### src/rtl/arith_pkg.sv
package arith_pkg;

  typedef enum logic [1:0] {
    SRC_B    = 2'b00,
    SRC_NOTB = 2'b01,
    SRC_ZERO = 2'b10,
    SRC_ONES = 2'b11
  } ySrcE;

  // strobes from control to datapath; no source flag set means zeros
  typedef struct packed {
    logic passB;
    logic invB;
    logic forceOnes;
    logic carryIn;
    logic loadEn;
  } strobeS;

endpackage

### src/rtl/arith_ctrl.sv
module arith_ctrl
  import arith_pkg::*;
(
  input  logic [1:0] opSel,
  input  logic       carryIn,
  input  logic       loadEn,
  output strobeS     stb
);

  ySrcE src;

  always_comb begin
    src           = ySrcE'(opSel);
    stb           = '0;
    stb.carryIn   = carryIn;
    stb.loadEn    = loadEn;
    unique case (src)
      SRC_B:    stb.passB     = 1'b1;
      SRC_NOTB: stb.invB      = 1'b1;
      SRC_ZERO: ;
      SRC_ONES: stb.forceOnes = 1'b1;
      default:  ;
    endcase
  end

  // at most one source drives the second adder input
  always_comb begin
    ysrc_excl_chk: assert ($onehot0({stb.passB, stb.invB, stb.forceOnes}));
  end

endmodule

### src/rtl/arith_fullbit.sv
module arith_fullbit (
  input  logic xIn,
  input  logic yIn,
  input  logic cIn,
  output logic sOut,
  output logic cOut
);

  logic halfSum;

  always_comb begin
    halfSum = xIn ^ yIn;
    sOut    = halfSum ^ cIn;
    cOut    = (xIn & yIn) | (halfSum & cIn);
  end

endmodule

### src/rtl/arith_datapath.sv
module arith_datapath
  import arith_pkg::*;
#(
  parameter int WIDTH = 8
) (
  input  logic             clk,
  input  logic             rstN,
  input  logic [WIDTH-1:0] opA,
  input  logic [WIDTH-1:0] opB,
  input  strobeS           stb,
  output logic [WIDTH-1:0] sumOut,
  output logic             carryOut,
  output logic [WIDTH-1:0] destOut
);

  localparam int EXT = WIDTH + 1;

  logic [WIDTH-1:0] ySel;
  logic [WIDTH:0]   carryChain;

  assign carryChain[0] = stb.carryIn;

  for (genvar i = 0; i < WIDTH; i++) begin : g_stage
    assign ySel[i] = (stb.passB & opB[i]) | (stb.invB & ~opB[i]) | stb.forceOnes;

    arith_fullbit u_bit (
      .xIn  (opA[i]),
      .yIn  (ySel[i]),
      .cIn  (carryChain[i]),
      .sOut (sumOut[i]),
      .cOut (carryChain[i+1])
    );
  end

  assign carryOut = carryChain[WIDTH];

  always_ff @(posedge clk or negedge rstN) begin
    if (!rstN)          destOut <= '0;
    else if (stb.loadEn) destOut <= sumOut;
  end


  add_path_chk: assert property (@(posedge clk) disable iff (!rstN)
    stb.passB |-> ({carryOut, sumOut} ==
      (EXT'({1'b0, opA}) + EXT'({1'b0, opB}) + EXT'(stb.carryIn))));


  sub_path_chk: assert property (@(posedge clk) disable iff (!rstN)
    stb.invB |-> ({carryOut, sumOut} ==
      (EXT'({1'b0, opA}) + EXT'({1'b0, ~opB}) + EXT'(stb.carryIn))));


  inc_wrap_chk: assert property (@(posedge clk) disable iff (!rstN)
    (!stb.passB && !stb.invB && !stb.forceOnes && stb.carryIn && (&opA))
      |-> (carryOut && sumOut == '0));


  dec_wrap_chk: assert property (@(posedge clk) disable iff (!rstN)
    (stb.forceOnes && !stb.carryIn && opA == '0)
      |-> (!carryOut && (&sumOut)));


  load_take_chk: assert property (@(posedge clk) disable iff (!rstN)
    stb.loadEn |=> (destOut == $past(sumOut)));


  load_hold_chk: assert property (@(posedge clk) disable iff (!rstN)
    !stb.loadEn |=> $stable(destOut));

endmodule

### src/rtl/arith_unit.sv
module arith_unit
  import arith_pkg::*;
#(
  parameter int WIDTH = 8
) (
  input  logic             clk,
  input  logic             rstN,
  input  logic [WIDTH-1:0] opA,
  input  logic [WIDTH-1:0] opB,
  input  logic [1:0]       opSel,
  input  logic             carryIn,
  input  logic             loadEn,
  output logic [WIDTH-1:0] sumOut,
  output logic             carryOut,
  output logic [WIDTH-1:0] destOut
);

  strobeS stb;

  arith_ctrl u_ctrl (
    .opSel   (opSel),
    .carryIn (carryIn),
    .loadEn  (loadEn),
    .stb     (stb)
  );

  arith_datapath #(.WIDTH(WIDTH)) u_dp (
    .clk      (clk),
    .rstN     (rstN),
    .opA      (opA),
    .opB      (opB),
    .stb      (stb),
    .sumOut   (sumOut),
    .carryOut (carryOut),
    .destOut  (destOut)
  );

endmodule

### config.mk
export PLATFORM = sky130hd
export DESIGN_NAME = arith_unit
export DESIGN_NICKNAME = d
export VERILOG_FILES = /design/src/rtl/arith_pkg.sv /design/src/rtl/arith_ctrl.sv /design/src/rtl/arith_fullbit.sv /design/src/rtl/arith_datapath.sv /design/src/rtl/arith_unit.sv
export SDC_FILE = /design/constraint.sdc
export NUM_CORES = 1
export LEC_CHECK = 0
export ABC_AREA = 0
export BUFFER_PORTS_ARGS = -buffer_cell sky130_fd_sc_hd__buf_2
export CORE_MARGIN = 8
export CORE_UTILIZATION = 40
export DETAILED_ROUTE_END_ITERATION = 6
export PLACE_DENSITY = 0.7
export RECOVER_POWER = 50
export SYNTH_ARGS = -nofsm -noshare
export SYNTH_HDL_FRONTEND = slang
export SYNTH_SLANG_ARGS = --single-unit
export TNS_END_PERCENT = 1
### constraint.sdc
create_clock -name clk -period 7.8 [get_ports clk]
set_clock_uncertainty 0.1 [all_clocks]
set_input_delay 1.56 -clock clk [delete_from_list [all_inputs] [get_ports clk]]
set_output_delay 1.56 -clock clk [all_outputs]
set_load 0.005 [all_outputs]
Word-level counts from Yosys, hierarchy flattened
Index checks and enable logic that the tools add are counted.
W data, S select, Z words.

cells by class
  equal/unequal tests = 2
  mux-type cells = 3
  bitwise operators = 80
  reduce and logical (&&, ||, !) cells = 1

operator list
  cell                  number
  $and A1 B1 Y1         32
  $or A1 B1 Y1          24
  $xor A1 B1 Y1         16
  $not A1 Y1            8
  $mux W1               3
  $eq A2 B1 Y1 const B  1
  $eq A2 B2 Y1 const B  1
  $logic_not A2 Y1      1

word-level totals
  output and inout bits = 17
  input bits = 22
  bits in registers = 8
  word-level logic and storage cells = 87

Logic depth before layout (Yosys ltp)
Gate-level depths: netlist of the first run.

  depth after elaboration = 22
  gate-level depth with buffers = 13
  mapped depth without buffers = 13

Hierarchy
A second synthesis of the first run with hierarchy kept.

second synthesis, totals
  cells, all modules = 48
  area total of the unflattened synthesis = 656.9 µm²

by module, submodules not included
  module          instances  area each (µm²)  seq. area each (µm²)  cells an instance
  arith_datapath  1          461.7            200.2                 35
  arith_fullbit   8          20.0             0.0                   1
  arith_ctrl      1          35.0             0.0                   5

Worst setup path after synthesis of the first run
OpenSTA, ideal clock, no wires.

  path type = input to output
  from = input opSel[0]
  to = output sumOut[7]
  stages on the path = 13
  buffers on the path = 2
  arrival time = 4.999 ns
  data required time = 6.140 ns
  slack = 1.141 ns
  cell sequence = buf_2 > xnor2_1 > fa_1 > inv_1 > fa_1 > fa_1 > fa_1 > fa_1 > fa_1 > fa_1 > inv_1 > fa_1 > buf_4

on the way
  word-level cells in the longest chain between the ends = 21
  elaborated cells between the ends (all ways) = 68
  those cells by class = eq/ne (2); mux (3); bitwise (62); reduce/logical (1)

ends and longest elaborated chain
  what                                              RTL line              source
  start: declaration                                arith_unit.sv:10      input logic [1:0] opSel,
  $eq A2 B1 Y1 or $logic_not A2 Y1 (tied branches)  arith_ctrl.sv:17      unique case (src)
  $mux W1                                           arith_ctrl.sv:17
  $and A1 B1 Y1                                     arith_datapath.sv:24  assign ySel[i] = (stb.passB & opB[i]) | (stb.invB & ~opB[i]) | stb.forceOnes;
  $or A1 B1 Y1 (2 in a row)                         arith_datapath.sv:24
  $xor A1 B1 Y1                                     arith_fullbit.sv:12   halfSum = xIn ^ yIn;
  $and A1 B1 Y1                                     arith_fullbit.sv:14   cOut = (xIn & yIn) | (halfSum & cIn);
  $or A1 B1 Y1                                      arith_fullbit.sv:14
  $and A1 B1 Y1                                     arith_fullbit.sv:14
  (+4 left out)                                     n/a
  $or A1 B1 Y1                                      arith_fullbit.sv:14
  $and A1 B1 Y1                                     arith_fullbit.sv:14
  $or A1 B1 Y1                                      arith_fullbit.sv:14
  $and A1 B1 Y1                                     arith_fullbit.sv:14
  $or A1 B1 Y1                                      arith_fullbit.sv:14
  $and A1 B1 Y1                                     arith_fullbit.sv:14
  $or A1 B1 Y1                                      arith_fullbit.sv:14
  $xor A1 B1 Y1 (*)                                 arith_fullbit.sv:13   sOut = halfSum ^ cIn;
  end: declaration                                  arith_unit.sv:13      output logic [WIDTH-1:0] sumOut,

Every way passes the cells marked *; elsewhere a longest branch is shown, timed or not.

Final worst setup path of the first run
  from = input opSel[1]
  to = output sumOut[7]

The elaborated chain is that of the path after synthesis.

==> results.toml, run 1 <==
[setup_path]
cp_common_cell = "sky130_fd_sc_hd__fa_1"
crit_path_max_incr_delay_ns = 0.42
crit_type = "in -> out"
path_max_fanout = 8
crit_path_start_kind = "input pin"
worst_ep_arrival_time_ns = 5.23
worst-r2r-cell-count = 1
worstReg2RegStart = "u_dp.destOut[0]"
path_cells = "buf_2 > nand2b_1 > xnor2_1 > fa_1 > inv_1 > fa_1 > fa_1 > fa_1 > fa_1 > fa_1 > fa_1 > inv_1 > fa_1 > buf_2"
critical_path_buf_inv_count = 4
rrSetupSlack_ns = 6.95
endpoint_kind = "output port"
cp.required_ns = 6.14
critical_path.slowest_cell = "sky130_fd_sc_hd__fa_1"
timing.critical_path.max_delay_family = "adder cells"
r2r-end = "u_dp.destOut[0]"

[logic_synthesis]
post_synth.cell_area_avg_um2 = 10.72
syn-num-nets = 95
synth.yosys.warnings = 0
portion_of_the_post_synthesis_area_used_by_sequential_elements = 0.2873
postSynthCellCount = 65
synth_top_area_share = 0.2873
ys_ff_latch = 8
synthDistinctLibCells = 12
synth.largest_area_cell = "sky130_fd_sc_hd__dfrtp_1"
post_synth_instance_area_um2 = 696.9
synth.top_cells.by_area = "sky130_fd_sc_hd__dfrtp_1 29%, sky130_fd_sc_hd__fa_1 23%, sky130_fd_sc_hd__mux2_2 11%, sky130_fd_sc_hd__xnor2_1 10%, sky130_fd_sc_hd__buf_4 8.6%"

[power_and_ir_drop]
power_leakage_nw = 0.4364
power.ir.vdd_worst_uv = 63.01
power_density_nw_per_um2 = 194.6

[worst_hold_path]
worst_hold_path.endpoint = "u_dp.destOut[4]"
startpoint_of_the_most_critical_hold_path = "u_dp.destOut[4]"
timing.hold.worst_path_depth = 1
timing.hold.worst.class = "reg -> reg"

[timing]
finalCritPeriodShare = 0.8838
post-route-worst-setup-slack_ns = 0.9067
finalSetupViolations = 0
hold_slack_ns = 0.4036
max_slew.worst_pin.slew_ns = 0.4000
max_slew_margin = 0.7333
rsz0062_at_grt = "false"
timing.final.crit_period_ns = 6.893
maxSlewViolCount = 0
final.setup.tns_ns = 0
max_clock_freq_mhz = 145.1
report.final.hold_viol_count = 0

[status]
run_status = "complete, no violations"

[placed_design]
preCtsSetupSlack_ns = 0.8920
buffer_ports.inserted = 38
place.detailed.hpwl_um = 1245
replace_congestion = 0.6848

[floorplanning]
start_util = 0.4126
num_rows = 15
boundaryPins = 39
core_area_um2 = 1689
floorplan.die.width_um = 57.74
floorplan.die_area_um2 = 3334
dieHeight_um = 57.74

[routing]
via_per_inst = 4.354
avgRoutedWirePerCell_um = 11.82
route.detailed.drc = 0
vias = 492
router_iterations_before_antenna_repair = 4
starting_drc_count_in_detailed_routing = 6
antenna_violating_nets_post_route = 0
route.final.wire_length_um = 1336

[cts]
ctsRootBufferMaster = "sky130_fd_sc_hd__clkbuf_4"
htreeDepth = 1
clock_path_buffers = 2
tritoncts = "done"
tritoncts_buffer_count = 3
clock_sink_count = 8
post_cts_setup_repair_bufs = 0
clock_insertion_delay_worst_skew_ns = 0.24
post_cts_resized = 0
cts.reportedPaths.clkPinSlew_ns = 0.05
cts_hold_repair.buffers = 0

[grt]
overflow_left_after_global_routing = 0
largest_net_degree_at_the_start_of_global_routing = 10
grt_pass1_vias = 531
antenna_found_initial = 0
grt_pass1_wl_um = 2145
grt.total_usage = 0.08242

[layout]
layout_commonest_cell = "sky130_fd_sc_hd__buf_2"
largest_reg_flops = 8
top_regs = "u_dp.destOut x8"
finalNetCount = 128
area_growth_syn_to_layout_pct = 21.54
n_antenna_cell = 0
post-route-util = 0.5015
regMostFlops = "u_dp.destOut"
proportion_of_layout_cells_with_a_drive_suffix_above_1 = 0.4375
layout.cells.most_common_list = "32 x sky130_fd_sc_hd__buf_2, 14 x sky130_fd_sc_hd__inv_1, 8 x sky130_fd_sc_hd__xnor2_1, 8 x sky130_fd_sc_hd__fa_1, 8 x sky130_fd_sc_hd__dfrtp_1"

[run]
max_cap_viol_count = 0
-- cells in the mapped netlist --
master                     count
sky130_fd_sc_hd__inv_1        14
sky130_fd_sc_hd__buf_4         8
sky130_fd_sc_hd__mux2_2        7
sky130_fd_sc_hd__buf_2         1
sky130_fd_sc_hd__fa_1          8
sky130_fd_sc_hd__xnor2_1       8
sky130_fd_sc_hd__buf_6         1
sky130_fd_sc_hd__dfrtp_1       8
sky130_fd_sc_hd__a21oi_1       1
sky130_fd_sc_hd__nor2b_1       6
sky130_fd_sc_hd__nor2_1        1
sky130_fd_sc_hd__nand2b_1      2
-- metal layers --
| metal | share of wire | up-vias | track usage | routed length (um) |
|---|---|---|---|---|
| met4 | 0.016 | 0 | 0.06294 | 22 |
| met1 | 0.34 | 222 | 0.06658 | 459 |
| met5 | 0 | - | 0 | 0 |
| met2 | 0.54 | 19 | 0.1543 | 722 |
| li1 | - | 249 | - | - |
| met3 | 0.098 | 2 | 0.03311 | 131 |
-- metrics by stage --
stage,area (um2),total power [mW],cells
6_report,847.1,0.1649,113
5_1_grt,847.1,0.1808,113
4_1_cts,854.6,0.1703,113
3_5_place_dp,832.0,0.1396,110
3_3_place_gp,832.0,0.1370,110
2_1_floorplan,696.9,0.1172,65
-- worst max-delay path by stage --
stage / endpoint / startpoint / cells after the start
after global routing: sumOut[7] / opSel[1] / 14
after global placement: sumOut[7] / opSel[1] / 14
after CTS: sumOut[7] / opSel[1] / 14
final: sumOut[7] / opSel[1] / 14
after floorplan: sumOut[7] / opSel[0] / 13
after detailed placement: sumOut[7] / opSel[1] / 14
-- area by class of cell --
type	count	area (um2)
fillers	164	842.1
well taps	17	21.27
multi-input cells	33	367.9
flip-flops and latches	8	200.2
clock buffers	3	22.52
inverters	14	52.55
repair buffers	38	182.7
-- logic make-up (layout without fill, tap and decap cells) --
group | Yosys count | after routing | synth area share
simple gates | 9 | 9 | 0.07720
flops | 8 | 8 | 0.2873
mux | 7 | 7 | 0.1131
xor+xnor | 8 | 8 | 0.1005
fa+ha+maj | 8 | 8 | 0.2298
compound gates | 1 | 1 | 0.007174
buf+inv | 24 | 55 | 0.1849
-- power by group --
part           total (mW)  internal (mW)  switching [mW]
Clock              0.0298         0.0175          0.0123
Sequential         0.0610         0.0547         0.00631
Combinational      0.0740         0.0393          0.0347
(Power assumes the default switching activity.)
==> inputs of run 2 (changes only) <==
- BUFFER_PORTS_ARGS: -buffer_cell sky130_fd_sc_hd__buf_2 -> -buffer_cell sky130_fd_sc_hd__buf_4
==> results.toml, run 2 (synthesized netlist as in run 1, its figures left out) <==
[grt]
grt.total_usage = 0.09141
grt_pass1_vias = 575
overflow_left_after_global_routing = 0
antenna_found_initial = 0
grt_pass1_wl_um = 2380
largest_net_degree_at_the_start_of_global_routing = 10

[routing]
router_iterations_before_antenna_repair = 3
route.final.wire_length_um = 1459
avgRoutedWirePerCell_um = 12.91
via_per_inst = 4.442
vias = 502
route.detailed.drc = 0
starting_drc_count_in_detailed_routing = 5
antenna_violating_nets_post_route = 0

[setup_path]
r2r-end = "u_dp.destOut[5]"
cp.required_ns = 6.14
endpoint_kind = "output port"
crit_path_start_kind = "input pin"
rrSetupSlack_ns = 6.95
path_max_fanout = 8
crit_type = "in -> out"
worst-r2r-cell-count = 1
worstReg2RegStart = "u_dp.destOut[5]"
worst_ep_arrival_time_ns = 5.24

[cts]
clock_sink_count = 8
htreeDepth = 1
cts_hold_repair.buffers = 0
clock_insertion_delay_worst_skew_ns = 0.25
post_cts_resized = 0
tritoncts = "done"
ctsRootBufferMaster = "sky130_fd_sc_hd__clkbuf_4"
tritoncts_buffer_count = 3
clock_path_buffers = 2
post_cts_setup_repair_bufs = 0
cts.reportedPaths.clkPinSlew_ns = 0.05

[placed_design]
number_of_placed_instances_taps_included = 110
replace_congestion = 0.6828
place.detailed.hpwl_um = 1319
buffer_ports.inserted = 38

[timing]
max_slew_margin = 0.7056
finalSetupViolations = 0
finalCritPeriodShare = 0.8843
final.setup.tns_ns = 0
rsz0062_at_grt = "false"
report.final.hold_viol_count = 0
max_slew.worst_pin.slew_ns = 0.4416
max_clock_freq_mhz = 145.0
maxSlewViolCount = 0
timing.final.crit_period_ns = 6.897

[layout]
top_regs = "u_dp.destOut x8"
multi_input_gate_area_um2 = 367.9
layout_commonest_cell = "sky130_fd_sc_hd__buf_4"
stdcell_count = 113
area_growth_syn_to_layout_pct = 35.19
regMostFlops = "u_dp.destOut"
ff_latch_area_um2 = 200.2
fillerInstances = 155
layout.cells.most_common_list = "29 x sky130_fd_sc_hd__buf_4, 14 x sky130_fd_sc_hd__inv_1, 10 x sky130_fd_sc_hd__clkbuf_4"
n_antenna_cell = 0
finalNetCount = 128
largest_reg_flops = 8
proportion_of_layout_cells_with_a_drive_suffix_above_1 = 0.4792

[floorplanning]
boundaryPins = 39
dieHeight_um = 57.74
core_area_um2 = 1689
start_util = 0.4126
num_rows = 15
floorplan.die_area_um2 = 3334
floorplan.die.width_um = 57.74

[status]
run_status = "complete, no violations"

[worst_hold_path]
timing.hold.worst_path_depth = 1
worst_hold_path.endpoint = "u_dp.destOut[7]"
startpoint_of_the_most_critical_hold_path = "u_dp.destOut[7]"
timing.hold.worst.class = "reg -> reg"

[power_and_ir_drop]
power_density_nw_per_um2 = 196.5
power.ir.vdd_worst_uv = 67.61
power_leakage_nw = 0.4773

[run]
max_cap_viol_count = 0
[run 2: area by class of cell]
type,count,share of cell area
Multi-Input combinational cell,33,0.3904
Timing Repair Buffer,38,0.2948
Sequential cell,8,0.2125
Inverter,14,0.05578
Clock buffer,3,0.02390
Tap cell,17,0.02258
[run 2: stage by stage]
step / setup WS (ns) / hold WS (ns) / utilization / area [um2] / power, mW
after floorplan: 1.141 / 0.4053 / - / 696.9 / 0.1172
after global placement: 0.9505 / 0.3907 / 0.5489 / 927.1 / 0.1556
after detailed placement: 0.8973 / 0.3994 / 0.5489 / 927.1 / 0.1593
after CTS: 0.8821 / 0.4114 / 0.5622 / 949.7 / 0.1913
after global routing: 0.7175 / 0.4213 / 0.5578 / 942.2 / 0.2010
final: 0.9027 / 0.4051 / 0.5578 / 942.2 / 0.1851
[run 2: how the worst max path moves through the flow]
stage | to | slack [ns] | startpoint | cells past startpoint
5_1_grt | sumOut[7] | 0.72 | opSel[1] | 14
4_1_cts | sumOut[7] | 0.88 | opSel[1] | 14
3_5_place_dp | sumOut[7] | 0.90 | opSel[1] | 14
2_1_floorplan | sumOut[7] | 1.14 | opSel[0] | 13
6_report | sumOut[7] | 0.90 | opSel[1] | 14
3_3_place_gp | sumOut[7] | 0.95 | opSel[1] | 14
[run 2: routing by layer]
metal	global-route usage	vias to the layer above	share of wire	wire length [um]
met5	0	-	0	0
met4	0.07343	0	0.011	16
met3	0.02649	2	0.073	106
met2	0.1656	19	0.55	801
met1	0.08312	238	0.37	535
li1	-	243	-	-
[run 2: where the power goes]
part / internal (mW) / leakage [nW] / total (mW) / switching, mW
Clock: 0.0176 / 0.0138 / 0.0319 / 0.0143
Sequential: 0.0547 / 0.0930 / 0.0610 / 0.00631
Combinational: 0.0561 / 0.370 / 0.0922 / 0.0361
[run 2: critical path, cell delays in order]
cell and delay [ns]:
sky130_fd_sc_hd__buf_4 0.14, sky130_fd_sc_hd__nand2b_1 0.15, sky130_fd_sc_hd__xnor2_1 0.17, sky130_fd_sc_hd__fa_1 0.20, sky130_fd_sc_hd__inv_1 0.05, sky130_fd_sc_hd__fa_1 0.37
sky130_fd_sc_hd__fa_1 0.38, sky130_fd_sc_hd__fa_1 0.38, sky130_fd_sc_hd__fa_1 0.41, sky130_fd_sc_hd__fa_1 0.40, sky130_fd_sc_hd__fa_1 0.36, sky130_fd_sc_hd__inv_1 0.07
sky130_fd_sc_hd__fa_1 0.43, sky130_fd_sc_hd__buf_4 0.16
